File: src/rtl/dacu_pkg.sv
package dacu_pkg;

  typedef enum logic [2:0] {
    S_IDLE,
    S_CTRL,
    S_ADDR,
    S_DHI,
    S_DLO,
    S_STROBE,
    S_CONV,
    S_WAIT
  } seqState_t;

  // capture strobes from control to datapath
  typedef struct packed {
    logic capCtrl;
    logic capAddr;
    logic capHi;
    logic capLo;
  } capStrobes_t;

  localparam logic [1:0] CODE_LOAD  = 2'b00;
  localparam logic [1:0] CODE_XFER  = 2'b01;
  localparam logic [1:0] CODE_STALL = 2'b11;

endpackage

File: src/rtl/dacu_datapath.sv
module dacu_datapath
  import dacu_pkg::*;
(
  input  logic        clk,
  input  logic        rstN,
  input  logic [7:0]  inByte,
  input  capStrobes_t strb,
  output logic [1:0]  code,
  output logic [15:0] busData,
  output logic [7:0]  busSel
);

  logic [1:0]  codeReg;
  logic [7:0]  selReg;
  logic [15:0] dataReg;

  always_ff @(posedge clk) begin
    if (!rstN) begin
      codeReg <= '0;
      selReg  <= '0;
      dataReg <= '0;
    end else begin
      if (strb.capCtrl) codeReg       <= inByte[1:0];
      if (strb.capAddr) selReg        <= inByte;
      if (strb.capHi)   dataReg[15:8] <= inByte;
      if (strb.capLo)   dataReg[7:0]  <= inByte;
    end
  end

  assign code    = codeReg;
  assign busSel  = selReg;
  assign busData = dataReg;

  // at most one byte slot captured per cycle
  a_r1_one_capture: assert property (@(posedge clk) disable iff (!rstN)
    $onehot0(strb));

endmodule

File: src/rtl/dacu_ctrl.sv
module dacu_ctrl
  import dacu_pkg::*;
#(
  parameter int CNT_W      = 8,
  parameter int STROBE_CYC = 250,
  parameter int CONV_CYC   = 250
) (
  input  logic             clk,
  input  logic             rstN,
  input  logic             start,
  input  logic [CNT_W-1:0] recCount,
  input  logic             halt,
  input  logic             inValid,
  input  logic             extTrig,
  input  logic [1:0]       code,
  output logic             inReady,
  output capStrobes_t      strb,
  output logic             selStrobe,
  output logic             convert,
  output logic             busy,
  output logic             chanEnd,
  output logic             unusualEnd,
  output logic             rateErr
);

  localparam int MAX_CYC = (STROBE_CYC > CONV_CYC) ? STROBE_CYC : CONV_CYC;
  localparam int TMR_W   = $clog2(MAX_CYC + 1);

  seqState_t        state;
  logic [TMR_W-1:0] timer;
  logic [CNT_W-1:0] remaining;
  logic             accept;

  assign inReady = (state == S_CTRL) || (state == S_ADDR) ||
                   (state == S_DHI)  || (state == S_DLO);
  assign accept  = inValid && inReady;

  always_comb begin
    strb         = '0;
    strb.capCtrl = accept && (state == S_CTRL);
    strb.capAddr = accept && (state == S_ADDR);
    strb.capHi   = accept && (state == S_DHI);
    strb.capLo   = accept && (state == S_DLO);
  end

  assign selStrobe = (state == S_STROBE);
  assign convert   = (state == S_CONV);
  assign busy      = (state != S_IDLE);

  always_ff @(posedge clk) begin
    if (!rstN) begin
      state      <= S_IDLE;
      timer      <= '0;
      remaining  <= '0;
      chanEnd    <= 1'b0;
      unusualEnd <= 1'b0;
      rateErr    <= 1'b0;
    end else if (state == S_IDLE) begin
      if (start) begin
        unusualEnd <= 1'b0;
        rateErr    <= 1'b0;
        remaining  <= recCount;
        if (recCount == '0) begin
          chanEnd <= 1'b1;
        end else begin
          chanEnd <= 1'b0;
          state   <= S_CTRL;
        end
      end
    end else if (halt) begin
      unusualEnd <= 1'b1;
      state      <= S_IDLE;
    end else if (extTrig && state != S_WAIT) begin
      rateErr    <= 1'b1;
      unusualEnd <= 1'b1;
      state      <= S_IDLE;
    end else begin
      unique case (state)
        S_CTRL: if (accept) state <= S_ADDR;
        S_ADDR: if (accept) state <= S_DHI;
        S_DHI:  if (accept) state <= S_DLO;
        S_DLO: begin
          if (accept) begin
            state     <= S_STROBE;
            timer     <= TMR_W'(STROBE_CYC - 1);
            remaining <= remaining - 1'b1;
            if (remaining == CNT_W'(1)) chanEnd <= 1'b1;
          end
        end
        S_STROBE: begin
          if (timer == '0) begin
            if (code == CODE_XFER) begin
              state <= S_CONV;
              timer <= TMR_W'(CONV_CYC - 1);
            end else if (code == CODE_STALL) begin
              state <= S_WAIT;
            end else begin
              state <= (remaining == '0) ? S_IDLE : S_CTRL;
            end
          end else begin
            timer <= timer - 1'b1;
          end
        end
        S_WAIT: begin
          if (extTrig) begin
            state <= S_CONV;
            timer <= TMR_W'(CONV_CYC - 1);
          end
        end
        S_CONV: begin
          if (timer == '0) state <= (remaining == '0) ? S_IDLE : S_CTRL;
          else             timer <= timer - 1'b1;
        end
        default: state <= S_IDLE;
      endcase
    end
  end

  // a convert pulse begins only after a code-01 strobe or a trigger while stalled
  a_r3_convert_origin: assert property (@(posedge clk) disable iff (!rstN)
    $rose(convert) |->
      ($past(state) == S_STROBE && $past(code) == CODE_XFER) ||
      ($past(state) == S_WAIT && $past(extTrig)));

  // while stalled with no trigger and no halt, the stall persists
  a_r5_stall_holds: assert property (@(posedge clk) disable iff (!rstN)
    (state == S_WAIT && !extTrig && !halt) |=> (state == S_WAIT && !inReady));

  // a rate error always follows a trigger and carries unusual end
  a_r8_rate_cause: assert property (@(posedge clk) disable iff (!rstN)
    $rose(rateErr) |-> ($past(extTrig) && unusualEnd && !busy));

  // channel end rises only once the record count is used up
  a_r6_chanend_last: assert property (@(posedge clk) disable iff (!rstN)
    $rose(chanEnd) |-> (remaining == '0));

endmodule

File: src/rtl/dacu_top.sv
module dacu_top
  import dacu_pkg::*;
#(
  parameter int CNT_W      = 8,
  parameter int STROBE_CYC = 250,
  parameter int CONV_CYC   = 250
) (
  input  logic             clk,
  input  logic             rstN,
  input  logic             start,
  input  logic [CNT_W-1:0] recCount,
  input  logic             halt,
  input  logic [7:0]       inByte,
  input  logic             inValid,
  output logic             inReady,
  input  logic             extTrig,
  output logic [15:0]      busData,
  output logic [7:0]       busSel,
  output logic             selStrobe,
  output logic             convert,
  output logic             busy,
  output logic             chanEnd,
  output logic             unusualEnd,
  output logic             rateErr
);

  capStrobes_t strb;
  logic [1:0]  code;

  dacu_ctrl #(
    .CNT_W(CNT_W), .STROBE_CYC(STROBE_CYC), .CONV_CYC(CONV_CYC)
  ) u_ctrl (
    .clk(clk), .rstN(rstN), .start(start), .recCount(recCount), .halt(halt),
    .inValid(inValid), .extTrig(extTrig), .code(code), .inReady(inReady),
    .strb(strb), .selStrobe(selStrobe), .convert(convert), .busy(busy),
    .chanEnd(chanEnd), .unusualEnd(unusualEnd), .rateErr(rateErr)
  );

  dacu_datapath u_dp (
    .clk(clk), .rstN(rstN), .inByte(inByte), .strb(strb), .code(code),
    .busData(busData), .busSel(busSel)
  );

  // address and data hold still through the whole strobe
  a_r4_bus_stable: assert property (@(posedge clk) disable iff (!rstN)
    (selStrobe && $past(selStrobe)) |-> ($stable(busData) && $stable(busSel)));

  // strobe and convert never overlap
  a_r3_no_overlap: assert property (@(posedge clk) disable iff (!rstN)
    !(selStrobe && convert));

endmodule

File: config.mk
export PLATFORM = sky130hd
export DESIGN_NAME = dacu_top
export DESIGN_NICKNAME = d
export VERILOG_FILES = /design/src/rtl/dacu_pkg.sv /design/src/rtl/dacu_datapath.sv /design/src/rtl/dacu_ctrl.sv /design/src/rtl/dacu_top.sv
export SDC_FILE = /design/constraint.sdc
export NUM_CORES = 1
export LEC_CHECK = 0
export BUFFER_PORTS_ARGS = -buffer_cell sky130_fd_sc_hd__buf_4
export CORE_MARGIN = 3
export CORE_UTILIZATION = 50
export CTS_BUF_LIST = sky130_fd_sc_hd__clkbuf_8
export CTS_CLUSTER_SIZE = 40
export DETAILED_ROUTE_END_ITERATION = 10
export GPL_ROUTABILITY_DRIVEN = 0
export PLACE_DENSITY = 0.8
export REMOVE_ABC_BUFFERS = 1
export SLEW_MARGIN = 20
export SYNTH_ARGS = -nofsm -noshare
export SYNTH_HDL_FRONTEND = slang
export SYNTH_SLANG_ARGS = --single-unit
File: constraint.sdc
create_clock -name clk -period 3 [get_ports clk]
set_input_delay 0 -clock clk [delete_from_list [all_inputs] [get_ports clk]]
set_output_delay 0 -clock clk [all_outputs]
set_load 0.02 [all_outputs]
==> results.json, run 1 <==
{
  "post_dp_cell_area_um2": 2902,
  "layout_common_cells": "nand2_1 (69), buf_4 (54), dfxtp_1 (48)",
  "drtAntennaViolNets": 0,
  "required_ns": 3.19,
  "synth_compound_area_share_pct": 18.69,
  "p_leak_nw": 1.203,
  "final_area_um2": 3093,
  "initial_core_util_pct": 52.18,
  "placed_cells": 429,
  "wirelength_um": 6332,
  "final_cells": 447,
  "grt_max_degree": 42,
  "avgViaCountPerCell": 5.582,
  "cts_buffers": 5,
  "fin_crit_sh_pct": 72.26,
  "grtUsageTotal_pct": 22.19,
  "die_y_um": 76.68,
  "path_max_fanout": 22,
  "synthAdderAreaFrac_pct": 2.505,
  "critPathLaunchType": "flop",
  "clock-sinks": 48,
  "maxCapViolCount": 0,
  "syn_inst": 325,
  "path_clk_slew_ns": 0.09,
  "core_area_um2": 4786,
  "cts_root_buffer": "clkbuf_8",
  "syn_to_final_growth_pct": 23.85,
  "yosysWarningCount": 0,
  "setup_viol": 0,
  "arrival_ns": 2.36,
  "synth_mux_area_share_pct": 2.204,
  "first_pass_iters": 4,
  "end_kind": "flop",
  "fin_nets": 407,
  "slew_headroom_pct": 53.31,
  "path_class": "reg2reg",
  "dr.first_iter.drc_count": 193,
  "antenna_found_initial": 0,
  "dieWidth_um": 76.68,
  "drt-wirelength-per-cell_um": 14.17,
  "syn_area_per_cell_um2": 7.684,
  "ys_async_sr_fraction_pct": 0,
  "final_core_util_pct": 64.63,
  "hpwl_um": 4520,
  "synth-xor-area-share_pct": 1.052,
  "synth_top_family_by_area": "simple AND/OR/NAND/NOR gates",
  "worstMarginPinSlew_ns": 0.6994,
  "syn_area_um2": 2497,
  "rows": 25,
  "ys_seq_elements": 48,
  "rsz0062_at_grt": "no",
  "grt_pass1_vias": 2259,
  "clock_skew_ns": 0.005510,
  "io_buffers": 52,
  "fillers": 412,
  "clock_latency_ns": 0.30,
  "num_antenna_cells": 0,
  "ys.flop_type": "dfxtp_1",
  "ir_drop_uv": 221.9,
  "clockBufferDepth": 2,
  "drive_gt1_share_pct": 17.63,
  "synth_cell_type_count": 52,
  "htree_levels": 2,
  "io_pins": 53,
  "synth_edf_count": 0,
  "yosys.area_share.simple_pct": 32.31,
  "dieArea_um2": 5879,
  "hold_viol_final": 0,
  "fin_crit_ns": 2.168,
  "setup-tns-final_ns": 0,
  "hold_path_class": "in2reg",
  "powerDensity_nw_per_um2": 508.9,
  "cts_tree": "built",
  "multi_input_area_um2": 1418,
  "grt_pass1_wl_um": 10700,
  "drc": 0,
  "clock.fmax_mhz": 461.3,
  "layout.area.seq_um2": 960.9,
  "post_cts_buffers": 0,
  "drv_slew": 0,
  "status": "finished, final reports clean",
  "yosysSeqAreaShare_pct": 38.48,
  "via_count": 2495,
  "overflow": 0,
  "final_common_cell": "nand2_1"
}
-- worst max-delay path, stage by stage (launching register included) --
cell     delay [ns]
dfxtp_1        0.78
nor2b_1        0.24
and2_1         0.25
a31oi_1        0.37
nor3_1         0.10
a311o_1        0.32
-- flip-flops by register name (all words and copies together) (netlist names) --
name               cells
u_ctrl.state           3
u_ctrl.remaining       8
u_ctrl.timer           8
u_dp.busSel            8
u_ctrl.unusualEnd      1
u_dp.busData          16
u_ctrl.rateErr         1
u_ctrl.chanEnd         1
u_dp.code              2
-- through the flow --
step	power, W	worst slack (ns)	hold slack [ns]
2_1_floorplan	0.001041	0.7384	0.1312
3_3_place_gp	0.001185	0.9463	0.2759
3_5_place_dp	0.001198	0.8775	0.2799
4_1_cts	0.001579	0.8644	0.01002
5_1_grt	0.001665	0.6752	0.02757
6_report	0.001574	0.8322	0.01832
-- path summary, 6_finish.rpt --
check                           cells after the start               to             from  slack (ns)
worst max register to register                      5  u_ctrl.timer[2]  u_ctrl.state[0]        0.83
worst min register to register                      2  u_dp.busData[1]  u_dp.busData[1]        0.46
worst min-delay path                                2   u_ctrl.chanEnd             rstN        0.02
worst max-delay path                                5  u_ctrl.timer[2]  u_ctrl.state[0]        0.83
-- per-layer routing --
metal / share of wire (%) / wire, um / GRT usage [%] / up-vias
met5: 0 / 0 / 0 / -
met4: 1.3 / 80 / 7.065 / 0
met3: 5.0 / 318 / 3.991 / 10
met2: 46 / 2904 / 34.49 / 72
met1: 48 / 3028 / 31.17 / 1173
li1: - / - / - / 1240
-- kinds of logic (layout without fill, tap and decap cells) --
family | count (synthesis) | count (layout)
compound gates | 77 | 77
xor+xnor | 3 | 3
simple gates | 161 | 161
fa+ha+maj | 5 | 5
flops | 48 | 48
mux | 5 | 5
buf+inv | 26 | 81
-- final cells by class --
| cell class | instances | share of cell area (%) |
|---|---|---|
| Clock inverter | 2 | 0.4045 |
| Multi-Input combinational cell | 251 | 45.83 |
| Inverter | 9 | 1.092 |
| Sequential cell | 48 | 31.07 |
| Tap cell | 67 | 2.710 |
| Timing Repair Buffer | 65 | 16.67 |
| Clock buffer | 5 | 2.225 |
-- power by group --
part / internal, W / leakage [nW] / switching (W)
Clock: 0.000158 / 0.0400 / 0.000213
Combinational: 0.000200 / 0.774 / 0.000260
Sequential: 0.000676 / 0.389 / 0.0000672
Total: 0.00103 / 1.20 / 0.000540
-- timing repair --
| action | 4_1_cts | 5_1_grt |
|---|---|---|
| gates resized for setup | 0 | 0 |
| endpoints found under the hold margin | 29 | 0 |
| hold buffers | 11 | 0 |
-- cell usage after synthesis (all sizes together), types with 3 or more instances --
library cell | number | area [um2]
a211oi | 4 | 30.03
a21oi | 41 | 205.2
a31oi | 4 | 25.02
and2 | 7 | 43.79
and3 | 3 | 18.77
buf | 10 | 58.80
clkbuf | 7 | 26.28
dfxtp | 48 | 960.9
ha | 5 | 62.56
inv | 9 | 33.78
mux2i | 4 | 40.04
nand2 | 69 | 259.0
nand2b | 4 | 25.02
nand3 | 10 | 50.05
nor2 | 27 | 103.9
nor2b | 3 | 18.77
nor3 | 11 | 76.33
nor3b | 6 | 45.04
nor4 | 5 | 46.29
o2111a | 3 | 33.78
o21ai | 11 | 55.05
or2 | 3 | 18.77
or3 | 4 | 25.02
xnor2 | 3 | 26.28
Note: power is estimated with default switching activity, not from simulation.
==> inputs of run 2 (changes only) <==
Settings changed: PLACE_DENSITY 0.8 to 0.83.
Clock period 3 ns to 1.8 ns, I/O delays scaled along.
==> results.json, run 2 (synthesis results as in run 1) <==
{
  "status": "finished, final reports clean",
  "drv_slew": 0,
  "p_seq_share_pct": 40.4,
  "io_pins": 53,
  "cts_buffers": 5,
  "hold_path_class": "in2reg",
  "core_area_um2": 4786,
  "via_count": 2694,
  "wirelength_um": 7127,
  "arrival_ns": 1.96,
  "placed_cells": 455,
  "largest_register_ffs": 16,
  "final_cells": 474,
  "initial_core_util_pct": 52.18,
  "cts_tree": "built",
  "grt_max_degree": 42,
  "hold_viol_final": 0,
  "grt_pass1_vias": 2663,
  "clock_latency_ns": 0.31,
  "grtUsageTotal_pct": 24.73,
  "first_pass_iters": 5,
  "pwr-share-comb_pct": 32.3,
  "clock-sinks": 48,
  "drtAntennaViolNets": 0,
  "rsz0062_at_grt": "yes",
  "critPathMaxStageDelay_ns": 0.38,
  "switchingPower_w": 0.001011,
  "intPower_w": 0.002014,
  "syn_to_final_growth_pct": 35.67,
  "drt-wirelength-per-cell_um": 15.04,
  "setup_viol": 0,
  "path_max_fanout": 6,
  "dr.first_iter.drc_count": 182,
  "ir_drop_uv": 609.5,
  "num_antenna_cells": 0,
  "end_kind": "flop",
  "clock_skew_ns": 0.01055,
  "drc": 0,
  "cp_slowest_cell": "dfxtp_4",
  "slew_headroom_pct": 72.52,
  "fin_crit_ns": 1.747,
  "maxCapViolCount": 0,
  "required_ns": 2.01,
  "worstPathCellList": "buf_6, or2_4, nor4_4, buf_4, nand2b_4, o21ai_1, a221oi_1",
  "grt_pass1_wl_um": 11880,
  "power_w": 0.003025,
  "die_y_um": 76.68,
  "clockBufferDepth": 2,
  "fin_crit_sh_pct": 97.05,
  "rows": 25,
  "dieWidth_um": 76.68,
  "cts_root_buffer": "clkbuf_8",
  "critPathLaunchType": "flop",
  "antenna_found_initial": 0,
  "worstMarginPinSlew_ns": 0.4085,
  "path_clk_slew_ns": 0.10,
  "fin_nets": 433,
  "p_leak_nw": 1.373,
  "io_buffers": 52,
  "final_common_cell": "buf_4",
  "drive_gt1_share_pct": 26.54,
  "hpwl_um": 5027,
  "clock.fmax_mhz": 572.5,
  "path_class": "reg2reg",
  "setup-tns-final_ns": 0,
  "layout_common_cells": "buf_4 (80), nand2_1 (69), dfxtp_1 (45)",
  "avgViaCountPerCell": 5.684,
  "dieArea_um2": 5879,
  "powerDensity_nw_per_um2": 892.8,
  "sw_frac_of_total_pct": 33.41,
  "clockPowerShare_pct": 27.4,
  "htree_levels": 2,
  "overflow": 0
}
[run 2: layer usage]
metal	global-route usage (%)	vias to the layer above	share of wire (%)
li1	-	1295	-
met1	30.22	1264	42
met2	41.03	118	49
met3	6.573	17	6.8
met4	10.33	0	2.2
met5	0	-	0
[run 2: per-stage QoR]
step                utilization, %  hold WS [ns]  area (um2)  worst slack, ns
global placement             64.71        0.2771        3097          0.08571
floorplan                        -        0.1312        2412          -0.4616
global route                 70.80       0.01110        3388         -0.04573
finish                       70.80       0.01609        3388          0.05313
detailed placement           64.71        0.2818        3097         -0.03084
CTS                          69.23       0.01292        3313          0.02667
[run 2: power groups by stage]
| stage | combinational, W | clock, W | sequential [W] |
|---|---|---|---|
| after floorplan | 0.000490 | 0 | 0.00125 |
| after global placement | 0.000886 | 0 | 0.00123 |
| after detailed placement | 0.000909 | 0 | 0.00124 |
| after CTS | 0.000936 | 0.000830 | 0.00122 |
| after global routing | 0.00107 | 0.000877 | 0.00123 |
| final | 0.000976 | 0.000828 | 0.00122 |
[run 2: final cells by class]
| type | count | area, um2 |
|---|---|---|
| clock buffer | 5 | 68.82 |
| clock inverter | 3 | 46.29 |
| fill | 368 | 1398 |
| inverter | 9 | 33.78 |
| multi-input combinational | 251 | 1476 |
| sequential | 48 | 967.2 |
| tap | 67 | 83.83 |
| timing repair buffer | 91 | 711.9 |
[run 2: worst max-delay path: cells and delay by family (launching register included)]
| family | cells | cell delay, ns |
|---|---|---|
| buffers and inverters | 2 | 0.31 |
| AO/OA/AOI/OAI | 2 | 0.34 |
| AND/OR/NAND/NOR | 3 | 0.61 |
| flip-flops | 1 | 0.38 |
[run 2: repair_timing]
action / in CTS / in global routing
gates cloned: 0 / 0
setup endpoints to repair: 1 / 17
buffers inserted: 0 / 1
pin swaps: 0 / 1
resized for setup: 1 / 16
hold buffers: 10 / 0
endpoints found under the hold margin: 28 / 0
[run 2: worst paths after layout]
check | from | to | slack [ns] | cells past startpoint
max | u_ctrl.state[1] | u_ctrl.remaining[0] | 0.05 | 7
min | recCount[7] | u_ctrl.remaining[7] | 0.02 | 3
max reg2reg | u_ctrl.state[1] | u_ctrl.remaining[0] | 0.05 | 7
min reg2reg | u_dp.busData[8] | u_dp.busData[8] | 0.46 | 2
==> inputs of run 3 (changes only) <==
Settings changed: CORE_ASPECT_RATIO from default to 0.9, HOLD_SLACK_MARGIN from default to 0.1.
==> results.json, run 3 (synthesis results as in run 1) <==
{
  "clock_skew_ns": 0.004157,
  "reg2reg_to": "u_ctrl.remaining[0]",
  "final_core_util_pct": 71.75,
  "grt_pass1_wl_um": 11550,
  "cts_tree": "built",
  "dr.first_iter.drc_count": 253,
  "drv_slew": 0,
  "critPathTopFamily": "buffers and inverters",
  "drtAntennaViolNets": 0,
  "drive_gt1_share_pct": 22.85,
  "num_antenna_cells": 0,
  "placed_cells": 443,
  "largest_register_ffs": 16,
  "reg2reg_setup_slack_ns": 0.11,
  "hold_viol_final": 0,
  "core_area_um2": 4633,
  "ir_drop_uv": 531.0,
  "fin_nets": 434,
  "hold_path_class": "in2reg",
  "worstMarginPinSlew_ns": 0.4332,
  "worst-path-buf-inv": 2,
  "drc": 0,
  "arrival_ns": 1.92,
  "maxCapViolCount": 0,
  "p_leak_nw": 1.348,
  "critPathLaunchType": "input port",
  "layout_common_cells": "buf_4 (75), nand2_1 (69), dfxtp_1 (46)",
  "worstRegToRegCells": 6,
  "antenna_found_initial": 0,
  "slew_headroom_pct": 70.85,
  "io_buffers": 52,
  "rsz0062_at_grt": "no",
  "clock-sinks": 48,
  "hpwl_um": 4990,
  "path_clk_slew_ns": 0.08,
  "avgViaCountPerCell": 5.719,
  "fin_crit_ns": 1.717,
  "path_class": "in2reg",
  "place_ws_ns": 0.01104,
  "syn_to_final_growth_pct": 33.12,
  "required_ns": 2.00,
  "die_y_um": 73.05,
  "wirelength_um": 7306,
  "first_pass_iters": 5,
  "cts_root_buffer": "clkbuf_8",
  "grt_max_degree": 42,
  "powerDensity_nw_per_um2": 833.5,
  "rows": 23,
  "clock.fmax_mhz": 582.3,
  "status": "finished, final reports clean",
  "htree_levels": 2,
  "setup_viol": 0,
  "via_count": 2682,
  "worstPathCellList": "dlygate4sd3_1, buf_4, nor4_1, nand2_1, a21oi_1, nor3_4, mux2_4",
  "grt_pass1_vias": 2449,
  "worstHoldEndpoint": "u_ctrl.remaining[2]",
  "dieWidth_um": 80.50,
  "power_w": 0.002771,
  "clockBufferDepth": 2,
  "cts_buffers": 5,
  "final_common_cell": "buf_4",
  "dieArea_um2": 5880,
  "final_cells": 469,
  "critPathMaxStageDelay_ns": 0.55,
  "io_pins": 53,
  "timing.rr.start": "u_ctrl.state[1]",
  "end_kind": "flop",
  "whs_path_depth": 4,
  "grtUsageTotal_pct": 25.46,
  "fin_crit_sh_pct": 95.41,
  "path_max_fanout": 2,
  "cp_slowest_cell": "dlygate4sd3_1",
  "drt-wirelength-per-cell_um": 15.58,
  "initial_core_util_pct": 53.90,
  "overflow": 0,
  "min_from": "recCount[2]",
  "worst_slack_ns": 0.08253,
  "clock_latency_ns": 0.31
}
-- run 3: changes by cell type in the layout (fill, tap and decap cells not counted), sizes merged --
cell	previous run	this run
dlygate4sd3	10	17
clkinv	0	1
clkinvlp	1	0
buf	81	75
bufinv	1	0
-- run 3: cell type report --
cell class | instances | area, um2
Multi-Input combinational cell | 251 | 1439
Tap cell | 62 | 77.57
Fill cell | 360 | 1309
Inverter | 9 | 33.78
Sequential cell | 48 | 963.4
Clock buffer | 5 | 68.82
Timing Repair Buffer | 92 | 733.2
Clock inverter | 2 | 8.758
-- run 3: timing repair --
item | in CTS | in global routing
gates resized for setup | 1 | 5
hold buffers | 17 | 0
endpoints found under the hold margin | 42 | 0
setup buffers | 0 | 2
pin swaps | 1 | 1
setup endpoints to repair | 3 | 19
-- run 3: layer usage --
layer  vias to the layer above  part of all wire [%]  global-route usage (%)
li1                       1299                     -                       -
met1                      1256                    42                   32.34
met2                       104                    48                   42.10
met3                        23                   7.2                   5.432
met4                         0                   2.5                   10.32
met5                         -                     0                       0
-- run 3: through the flow --
stage	hold slack, ns	setup TNS, ns	cell area, um2
floorplan	0.1312	-2.791	2412
global placement	0.2768	0	3038
detailed placement	0.2826	0	3038
CTS	0.1209	0	3287
global route	0.1603	0	3324
finish	0.1214	0	3324
-- run 3: power breakdown --
part / total (W) / leakage [nW] / switching, W / internal [W]
registers: 0.00120 / 0.390 / 0.0000720 / 0.00113
logic: 0.000962 / 0.913 / 0.000525 / 0.000438
clock network: 0.000610 / 0.0452 / 0.000351 / 0.000259
-- run 3: worst max-delay path by stage --
| stage | start | end | slack (ns) | cells past startpoint |
|---|---|---|---|---|
| global route | u_ctrl.timer[1] | u_ctrl.timer[2] | 0.002 | 6 |
| floorplan | u_ctrl.state[0] | u_ctrl.state[2] | -0.46 | 5 |
| CTS | u_ctrl.state[1] | u_ctrl.timer[2] | 0.02 | 4 |
| finish | recCount[5] | u_ctrl.state[2] | 0.08 | 7 |
| global placement | u_ctrl.state[2] | u_ctrl.state[2] | 0.01 | 5 |
| detailed placement | u_ctrl.state[1] | u_ctrl.remaining[0] | 0.01 | 5 |
-- run 3: worst register-to-register path, delay by kind of cell (launching register included) --
kind                   cells  cell delay (ns)
flip-flops                 1             0.39
AO/OA/AOI/OAI              2             0.39
AND/OR/NAND/NOR            3             0.53
buffers and inverters      1             0.28
